[config.mk]
export PLATFORM = sky130hd
export DESIGN_NAME = chain_adc_reader
export DESIGN_NICKNAME = d
export VERILOG_FILES = /design/src/rtl/chain_rd_pkg.sv /design/src/rtl/bit_sync.sv /design/src/rtl/sclk_gen.sv /design/src/rtl/chain_deser.sv /design/src/rtl/chain_adc_reader.sv
export SDC_FILE = /design/constraint.sdc
export NUM_CORES = 1
export LEC_CHECK = 0
export CAP_MARGIN = 20
export CORE_MARGIN = 8
export CORE_UTILIZATION = 55
export DETAILED_ROUTE_END_ITERATION = 7
export DONT_BUFFER_PORTS = 1
export PLACE_DENSITY = 0.71
export SLEW_MARGIN = 10
export SYNTH_ARGS = -nofsm -noshare
export SYNTH_HDL_FRONTEND = slang
export SYNTH_SLANG_ARGS = --single-unit
[constraint.sdc]
create_clock -name clk_i -period 8.3 [get_ports clk_i]
set_input_delay 1.66 -clock clk_i [delete_from_list [all_inputs] [get_ports clk_i]]
set_output_delay 1.66 -clock clk_i [all_outputs]
set_load 0.005 [all_outputs]
[src/rtl/chain_rd_pkg.sv]
package chain_rd_pkg;
  localparam int unsigned WORD_W = 24;

  typedef enum logic [2:0] {
    ST_IDLE,
    ST_SYNC,
    ST_SETTLE,
    ST_WAIT,
    ST_SHIFT,
    ST_EMIT,
    ST_DONE
  } rd_state_e;
endpackage

[src/rtl/bit_sync.sv]
module bit_sync #(
  parameter int unsigned W = 1,
  parameter logic [W-1:0] RST_VAL = '0
) (
  input  logic         clk_i,
  input  logic         rst_ni,
  input  logic [W-1:0] d_i,
  output logic [W-1:0] q_o
);
  logic [W-1:0] meta_q, sync_q;

  always_ff @(posedge clk_i or negedge rst_ni) begin
    if (!rst_ni) begin
      meta_q <= RST_VAL;
      sync_q <= RST_VAL;
    end else begin
      meta_q <= d_i;
      sync_q <= meta_q;
    end
  end

  assign q_o = sync_q;
endmodule

[src/rtl/sclk_gen.sv]
module sclk_gen #(
  parameter int unsigned DIV_W = 8
) (
  input  logic             clk_i,
  input  logic             rst_ni,
  input  logic             en_i,
  input  logic [DIV_W-1:0] div_i,
  output logic             sclk_o,
  output logic             rise_o
);
  localparam logic [DIV_W-1:0] ONE = DIV_W'(1);

  logic [DIV_W-1:0] cnt_q;
  logic             sclk_q;
  logic             term;

  assign term = (cnt_q == div_i - ONE);

  always_ff @(posedge clk_i or negedge rst_ni) begin
    if (!rst_ni) begin
      cnt_q  <= '0;
      sclk_q <= 1'b1;
    end else if (!en_i) begin
      cnt_q  <= '0;
      sclk_q <= 1'b1;
    end else if (term) begin
      cnt_q  <= '0;
      sclk_q <= ~sclk_q;
    end else begin
      cnt_q <= cnt_q + ONE;
    end
  end

  // idle high as soon as enable drops
  assign sclk_o = sclk_q | ~en_i;
  assign rise_o = en_i & term & ~sclk_q;
endmodule

[src/rtl/chain_deser.sv]
module chain_deser #(
  parameter int unsigned MAX_DEV = 8,
  parameter int unsigned WORD_W  = 24,
  localparam int unsigned CNT_W  = $clog2(MAX_DEV + 1),
  localparam int unsigned IDX_W  = (MAX_DEV > 1) ? $clog2(MAX_DEV) : 1,
  localparam int unsigned BIT_W  = $clog2(WORD_W)
) (
  input  logic              clk_i,
  input  logic              rst_ni,
  input  logic              clr_i,
  input  logic              bit_stb_i,
  input  logic              bit_i,
  input  logic [IDX_W-1:0]  rd_idx_i,
  output logic              word_done_o,
  output logic [CNT_W-1:0]  dev_cnt_o,
  output logic [WORD_W-1:0] rd_word_o
);
  logic [WORD_W-2:0] sr_q;
  logic [BIT_W-1:0]  bit_q;
  logic [CNT_W-1:0]  dev_q;
  logic              last_bit;
  logic [WORD_W-1:0] words_q [MAX_DEV];

  assign last_bit    = (bit_q == BIT_W'(WORD_W - 1));
  assign word_done_o = bit_stb_i & last_bit;
  assign dev_cnt_o   = dev_q;

  always_ff @(posedge clk_i or negedge rst_ni) begin
    if (!rst_ni) begin
      sr_q  <= '0;
      bit_q <= '0;
      dev_q <= '0;
    end else if (clr_i) begin
      bit_q <= '0;
      dev_q <= '0;
    end else if (bit_stb_i) begin
      sr_q <= {sr_q[WORD_W-3:0], bit_i};
      if (last_bit) begin
        bit_q <= '0;
        dev_q <= dev_q + CNT_W'(1);
      end else begin
        bit_q <= bit_q + BIT_W'(1);
      end
    end
  end

  for (genvar g = 0; g < MAX_DEV; g++) begin : g_word
    always_ff @(posedge clk_i or negedge rst_ni) begin
      if (!rst_ni) words_q[g] <= '0;
      else if (word_done_o && dev_q == CNT_W'(g)) words_q[g] <= {sr_q, bit_i};
    end
  end

  assign rd_word_o = words_q[rd_idx_i];
endmodule

[src/rtl/chain_adc_reader.sv]
module chain_adc_reader
  import chain_rd_pkg::*;
#(
  parameter int unsigned MAX_DEV    = 8,
  parameter int unsigned DIV_W      = 8,
  parameter int unsigned SYNC_CYC   = 8,
  parameter int unsigned SETTLE_CYC = 100,
  localparam int unsigned CNT_W     = $clog2(MAX_DEV + 1),
  localparam int unsigned IDX_W     = (MAX_DEV > 1) ? $clog2(MAX_DEV) : 1,
  localparam int unsigned TMR_W     = $clog2(SYNC_CYC + SETTLE_CYC + 1)
) (
  input  logic              clk_i,
  input  logic              rst_ni,
  input  logic [CNT_W-1:0]  cfg_dev_cnt_i,
  input  logic [DIV_W-1:0]  cfg_sclk_div_i,
  input  logic              cfg_cs_active_i,
  input  logic              start_i,
  input  logic              drdy_ni,
  input  logic              sdo_i,
  output logic              sclk_o,
  output logic              cs_no,
  output logic              sync_no,
  output logic              res_valid_o,
  output logic [WORD_W-1:0] res_data_o,
  output logic [IDX_W-1:0]  res_idx_o,
  output logic              frame_done_o,
  output logic              frame_err_o
);
  rd_state_e         state_q;
  logic [TMR_W-1:0]  tmr_q;
  logic [CNT_W-1:0]  k_q;
  logic [IDX_W-1:0]  emit_q;
  logic              drdy_s, sdo_s, drdy_q, drdy_fall;
  logic              sclk_en, rise_stb, frame_clr;
  logic              word_done, frame_full;
  logic [CNT_W-1:0]  dev_cnt;
  logic [WORD_W-1:0] rd_word;

  function automatic logic [CNT_W-1:0] clamp_k(logic [CNT_W-1:0] v);
    if (v == '0) return CNT_W'(1);
    if (v > CNT_W'(MAX_DEV)) return CNT_W'(MAX_DEV);
    return v;
  endfunction

  bit_sync #(.W(2), .RST_VAL(2'b10)) u_sync (
    .clk_i  (clk_i),
    .rst_ni (rst_ni),
    .d_i    ({drdy_ni, sdo_i}),
    .q_o    ({drdy_s, sdo_s})
  );

  always_ff @(posedge clk_i or negedge rst_ni) begin
    if (!rst_ni) drdy_q <= 1'b1;
    else         drdy_q <= drdy_s;
  end
  assign drdy_fall = drdy_q & ~drdy_s;

  assign sclk_en   = (state_q == ST_SHIFT);
  assign frame_clr = (state_q == ST_WAIT) && drdy_fall;

  sclk_gen #(.DIV_W(DIV_W)) u_sclk (
    .clk_i  (clk_i),
    .rst_ni (rst_ni),
    .en_i   (sclk_en),
    .div_i  (cfg_sclk_div_i),
    .sclk_o (sclk_o),
    .rise_o (rise_stb)
  );

  chain_deser #(.MAX_DEV(MAX_DEV), .WORD_W(WORD_W)) u_deser (
    .clk_i       (clk_i),
    .rst_ni      (rst_ni),
    .clr_i       (frame_clr),
    .bit_stb_i   (rise_stb),
    .bit_i       (sdo_s),
    .rd_idx_i    (emit_q),
    .word_done_o (word_done),
    .dev_cnt_o   (dev_cnt),
    .rd_word_o   (rd_word)
  );

  assign frame_full = word_done && (dev_cnt == k_q - CNT_W'(1));

  always_ff @(posedge clk_i or negedge rst_ni) begin
    if (!rst_ni) begin
      state_q      <= ST_IDLE;
      tmr_q        <= '0;
      k_q          <= CNT_W'(1);
      emit_q       <= '0;
      res_valid_o  <= 1'b0;
      res_data_o   <= '0;
      res_idx_o    <= '0;
      frame_done_o <= 1'b0;
      frame_err_o  <= 1'b0;
    end else begin
      res_valid_o  <= 1'b0;
      frame_done_o <= 1'b0;
      frame_err_o  <= 1'b0;
      unique case (state_q)
        ST_IDLE: begin
          if (start_i) begin
            state_q <= ST_SYNC;
            tmr_q   <= '0;
          end
        end
        ST_SYNC: begin
          if (tmr_q == TMR_W'(SYNC_CYC - 1)) begin
            state_q <= ST_SETTLE;
            tmr_q   <= '0;
          end else begin
            tmr_q <= tmr_q + TMR_W'(1);
          end
        end
        ST_SETTLE: begin
          if (tmr_q == TMR_W'(SETTLE_CYC - 1)) state_q <= ST_WAIT;
          else tmr_q <= tmr_q + TMR_W'(1);
        end
        ST_WAIT: begin
          if (drdy_fall) begin
            state_q <= ST_SHIFT;
            k_q     <= clamp_k(cfg_dev_cnt_i);
          end else if (start_i) begin
            state_q <= ST_SYNC;
            tmr_q   <= '0;
          end
        end
        ST_SHIFT: begin
          if (frame_full) begin
            state_q <= ST_EMIT;
            emit_q  <= '0;
          end else if (drdy_s) begin
            state_q     <= ST_WAIT;
            frame_err_o <= 1'b1;
          end
        end
        ST_EMIT: begin
          res_valid_o <= 1'b1;
          res_data_o  <= rd_word;
          res_idx_o   <= emit_q;
          if (CNT_W'(emit_q) == k_q - CNT_W'(1)) state_q <= ST_DONE;
          else emit_q <= emit_q + IDX_W'(1);
        end
        ST_DONE: begin
          frame_done_o <= 1'b1;
          state_q      <= ST_WAIT;
        end
        default: state_q <= ST_IDLE;
      endcase
    end
  end

  assign sync_no = (state_q != ST_SYNC);
  assign cs_no   = cfg_cs_active_i ? (state_q != ST_SHIFT) : 1'b0;
endmodule

After elaboration in Yosys (flattened, before gate mapping). Cells that the tools add are included.

Multiplexer cells: 46. Magnitude comparators: 2. Bitwise gates (word level): 10. Equal/unequal tests: 30. Reductions and logical operators: 23. $add $sub $neg: 7.

Operators with widths (count): 24-bit binary-select mux with 3-bit select (1); 24-bit two-way mux (2); 4-bit two-way mux (7); 7-bit two-way mux (4); 7-bit one-hot mux with 4 select lines (1); 3-bit two-way mux (9); 3-bit one-hot mux with 7 select lines (1); 4-bit by 3-bit == test with 1-bit output, second input constant (4); 8-bit two-way mux (2); 2-bit inequality test, second input constant (8); 1-bit two-way mux (15); 5-bit two-way mux (3); 1-bit logical AND (10); 3-bit == test, second input constant (3); 8-bit by 1-bit adder with 8-bit output, second input constant (1); 4-bit by 2-bit == test with 1-bit output, second input constant (2); 8-bit == test (1); 4-bit zero test (2); 8-bit by 1-bit subtractor with 8-bit output, second input constant (1); 7-bit by 1-bit adder with 7-bit output, second input constant (1); 7-bit by 3-bit == test with 1-bit output, second input constant (1); 7-bit == test, second input constant (1); 3-bit by 2-bit == test with 1-bit output, second input constant (2); 3-bit inequality test, second input constant (2); 23 further kinds (34).

Flip-flop bits (word level): 285. Word-level logic and storage cells: 143. Input port bits: 18. Output and inout bits: 33.

Depth between registers and ports, before layout.
Word-level depth: 9. Gate-level depth with buffers: 11. Depth with buffers taken out: 8.

Cells and area by module. A second synthesis with hierarchy kept.

Cells, all modules: 917. Area total of the unflattened synthesis: 13267.7 sq um.

Modules (own cells, without submodules): chain_deser (area an instance 10186.0 sq um, times used 1, seq. area each 5605.4 sq um, cells each 602); chain_adc_reader (area an instance 2254.7 sq um, times used 1, seq. area each 1203.7 sq um, cells each 241); sclk_gen (area an instance 724.4 sq um, times used 1, seq. area each 226.5 sq um, cells each 70); bit_sync (area an instance 102.6 sq um, times used 1, seq. area each 102.6 sq um, cells each 4).

Worst setup path after synthesis. No wires, ideal clock.

Path type: input to register. From: in cfg_sclk_div_i[2]. To: reg u_deser.words_q[27] in the netlist's numbering. Stages: 9. Setup time: 125 ps. Arrival: 3932 ps. Slack: 4243 ps. Data required time: 8175 ps. Buffers on the path: 3. Cell sequence: nor3_1 > a21oi_1 > or3b_1 > or4_1 > buf_6 > buf_6 > nor3_4 > buf_6 > mux2_2.

Longest elaborated chain between the ends: 6.

RTL lines: from (decl) (line chain_adc_reader.sv:15) `input logic [DIV_W-1:0] cfg_sclk_div_i,`; 8-bit by 1-bit subtractor with 8-bit output (line sclk_gen.sv:17) `assign term = (cnt_q == div_i - ONE);`; 8-bit == test (line sclk_gen.sv:17); 1-bit AND (2 in series) (line sclk_gen.sv:36) `assign rise_o = en_i & term & ~sclk_q;`; 1-bit AND (line chain_deser.sv:25) `assign word_done_o = bit_stb_i & last_bit;`; 1-bit logical AND (line chain_deser.sv:50) `else if (word_done_o && dev_q == CNT_W'(g)) words_q[g] <= {sr_q, bit_i};`; to (signal, indexed assignment) (line chain_deser.sv:50); to (decl) (line chain_deser.sv:22) `logic [WORD_W-1:0] words_q [MAX_DEV];`.

Every way passes these cells. A chain may end at the register's enable or synchronous reset.

Worst setup path in the final report.
From: in cfg_sclk_div_i[0]. To: reg u_deser.words_q[89] in the netlist's numbering.

The elaborated chain is that of the path after synthesis.

==> impl_metrics.json <==
{
  "fin_nets": 933,
  "yosysTopAreaCell": "dfrtp_1",
  "wl_per_cell_um": 19.5,
  "cp-startpoint": "cfg_sclk_div_i[0]",
  "place.gp.congestion": 0.825,
  "drc_errors": 0,
  "rsz0062_at_grt": "false",
  "die_h_um": 169,
  "power.leakage_nw": 6.56,
  "layout-drive-gt1-share_pct": 37.1,
  "netlist_area_um2": 12900,
  "fin_cells": 1248,
  "setup_tns_ps": 0,
  "path_max_fanout": 17,
  "hpwl_um": 13900,
  "fill_cells": 1805,
  "top_level_ports": 51,
  "die_x_um": 169,
  "cts_hold_buf": 0,
  "setup.worst_path.class": "input port to flip-flop",
  "ant_nets": 0,
  "path_clk_slew_ps": 60,
  "rows": 56,
  "fin_worst_skew_ps": 9.41,
  "avgSynthCellArea_um2": 14.2,
  "met2_usage_pct": 28.0,
  "yosysSeqAreaShare_pct": 55.4,
  "drt-pass1-iter-count": 4,
  "p_per_area_nw_per_um2": 234,
  "hold_viol_final": 0,
  "overflow": 0,
  "yosysWarnings": 0,
  "htreeDepth": 1,
  "dp.cells": 1192,
  "max_cap_viol_count": 0,
  "worstSetupEndpointType": "flip-flop",
  "tightest_slew_ps": 976,
  "power_mw": 3.32,
  "post_cts_buffers": 0,
  "numPortBuffers": 0,
  "grt_pass1_vias": 7378,
  "n_antenna_cell": 0,
  "die_area_um2": 28600,
  "cts_num_sinks": 285,
  "slew_violations": 0,
  "start_util_pct": 55.4,
  "grt_busiest_layer": "met2",
  "cts_inserted_buffers": 30,
  "cp-start-kind": "input port",
  "irDropWorstVdd_v": 0.000132,
  "vias_per_cell": 5.73,
  "grt_antenna_before_repair": 0,
  "synthFlopType": "dfrtp_1",
  "use_met3_pct": 2.91,
  "core_area_um2": 23300,
  "vias": 7146,
  "pre_cts_ws_ps": 3340,
  "synth_top_area_share_pct": 54.3,
  "hold_path.class": "flip-flop to flip-flop",
  "worstReg2RegStart": "state_q[0]",
  "worst_r2r_endpoint": "u_deser.words_q[89]",
  "finalSetupViolations": 0,
  "cp.required_ps": 8730,
  "fin_crit_ps": 4410,
  "syn2layout_area_growth_pct": 10.1,
  "synthCells": 910,
  "reg2regPathDepth": 7,
  "met1_usage_pct": 25.3,
  "period_share_pct": 53.1,
  "cts_tree": "done",
  "status": "complete, no violations",
  "clock_latency_ps": 550,
  "grt_pass1_wl_um": 41100,
  "ys_types": 49,
  "setup_ws_ps": 3890,
  "cts-root-buf": "clkbuf_16",
  "synth_edf_count": 0,
  "relSlewSlack_pct": 34.9,
  "drtIter0Drc": 380,
  "cp.arrival_ps": 4830,
  "cts_resized": 0,
  "synth.area.top_cells": "dfrtp_1 54%, mux2_2 18%, mux4_2 8.4%, mux2i_1 2.1%, nand2_1 1.9%",
  "synth-seq-cells": 285,
  "grt_max_degree": 286,
  "endpoint": "u_deser.words_q[89]",
  "syn_nets": 938,
  "async_reset_ff_share_pct": 100,
  "wirelength_um": 24300,
  "clk_path_buf_depth": 3,
  "rrSetupSlack_ps": 4480,
  "fmax_mhz": 227,
  "gr-usage-all-layers_pct": 17.7
}
[worst min path at each step]
stage | start | endpoint | slack, ps | cells after the start
after floorplan | u_sync.meta_q[0] | u_sync.q_o[0] | 330 | 0
after global placement | u_sync.meta_q[0] | u_sync.q_o[0] | 340 | 0
after detailed placement | u_sync.meta_q[0] | u_sync.q_o[0] | 350 | 0
after CTS | u_sync.meta_q[0] | u_sync.q_o[0] | 350 | 0
after global routing | u_sync.meta_q[0] | u_sync.q_o[0] | 370 | 0
final | u_sync.meta_q[0] | u_sync.q_o[0] | 350 | 0
[through the flow]
stage	area (um^2)	hold slack, ps	utilization, %
floorplan	12900	331	-
global placement	13100	342	56.4
detailed placement	13100	347	56.4
CTS	14200	352	61.0
global route	14200	365	61.0
finish	14200	351	61.0
[power by group]
part	switching (mW)	total [mW]	internal [mW]
clock network	0.536	1.42	0.883
logic	0.221	0.397	0.176
registers	0.0733	1.51	1.44
[per-layer routing]
metal	share of wire, %	wire, um
met5	0	0
met4	1.9	469
met3	4.5	1080
met2	47	11400
met1	47	11300
[cells by family after synthesis]
family	after synthesis	synth area share, %
compound gates	62	2.83
xor+xnor	33	2.24
fa+ha+maj	10	0.970
buf+inv	65	2.60
flops	285	55.4
mux	291	29.3
simple gates	164	6.64
[worst max-delay path: stages]
cell and delay (ps):
inv_1 30, ha_1 190, nor3b_1 260, xnor2_1 180, o211ai_1 120, or4_1 910, nor3_4 650, buf_4 420
mux2_2 390
[state kept, by name (all words and copies together), names as in the netlist]
name and cells:
tmr_q 7, drdy_q 1, u_deser.bit_q 5, u_sync.meta_q 2
k_q 4, res_data_o 24, u_sclk.sclk_q 1, u_sync.q_o 2
res_valid_o 1, res_idx_o 3, u_sclk.cnt_q 8, emit_q 3
frame_done_o 1, u_deser.words_q 192, state_q 3, u_deser.sr_q 23
u_deser.dev_cnt_o 4, frame_err_o 1
[final cells by class]
type	count	area (um^2)	area share, %
tap	319	399	2.81
clock inverter	13	168	1.18
timing repair buffer	12	90.1	0.634
inverter	16	60.1	0.423
sequential	285	7140	50.3
clock buffer	43	911	6.41
multi-input combinational	560	5430	38.2
[placed cells by master, fill, tap and decap left out, drive strengths merged, types with 2 or more instances in the layout]
cell type	Yosys	layout
dfrtp	280	280
mux2	216	216
nand2	64	64
mux4	48	48
clkbuf	24	43
o21ai	39	39
nor2	33	33
mux2i	27	27
xnor2	19	19
nand3	17	17
inv	16	16
xor2	14	14
nor3	14	14
buf	25	12
ha	10	10
clkinv	0	8
a21oi	7	7
and3	5	5
dfstp	5	5
nor4	5	5
or3	4	4
nand2b	4	4
nor2b	4	4
o211ai	4	4
bufinv	0	4
nand3b	3	3
or4	3	3
o2111ai	2	2
and2	2	2
a211o	2	2
a31o	2	2
nor4b	2	2
[Yosys cell counts, types with 5 or more instances]
library cell and number:
nand2_1 64, nor3_1 9, buf_6 10, mux2_2 209, buf_2 7, mux2_1 7
mux2i_1 27, nor2_1 31, xor2_1 14, inv_1 16, and3_1 5, o21ai_0 39
nand3_1 17, dfrtp_1 280, a21oi_1 7, xnor2_1 19, mux4_2 48, buf_1 6
dfstp_2 5, ha_1 10, clkbuf_1 24
(Power assumes the default switching activity.)
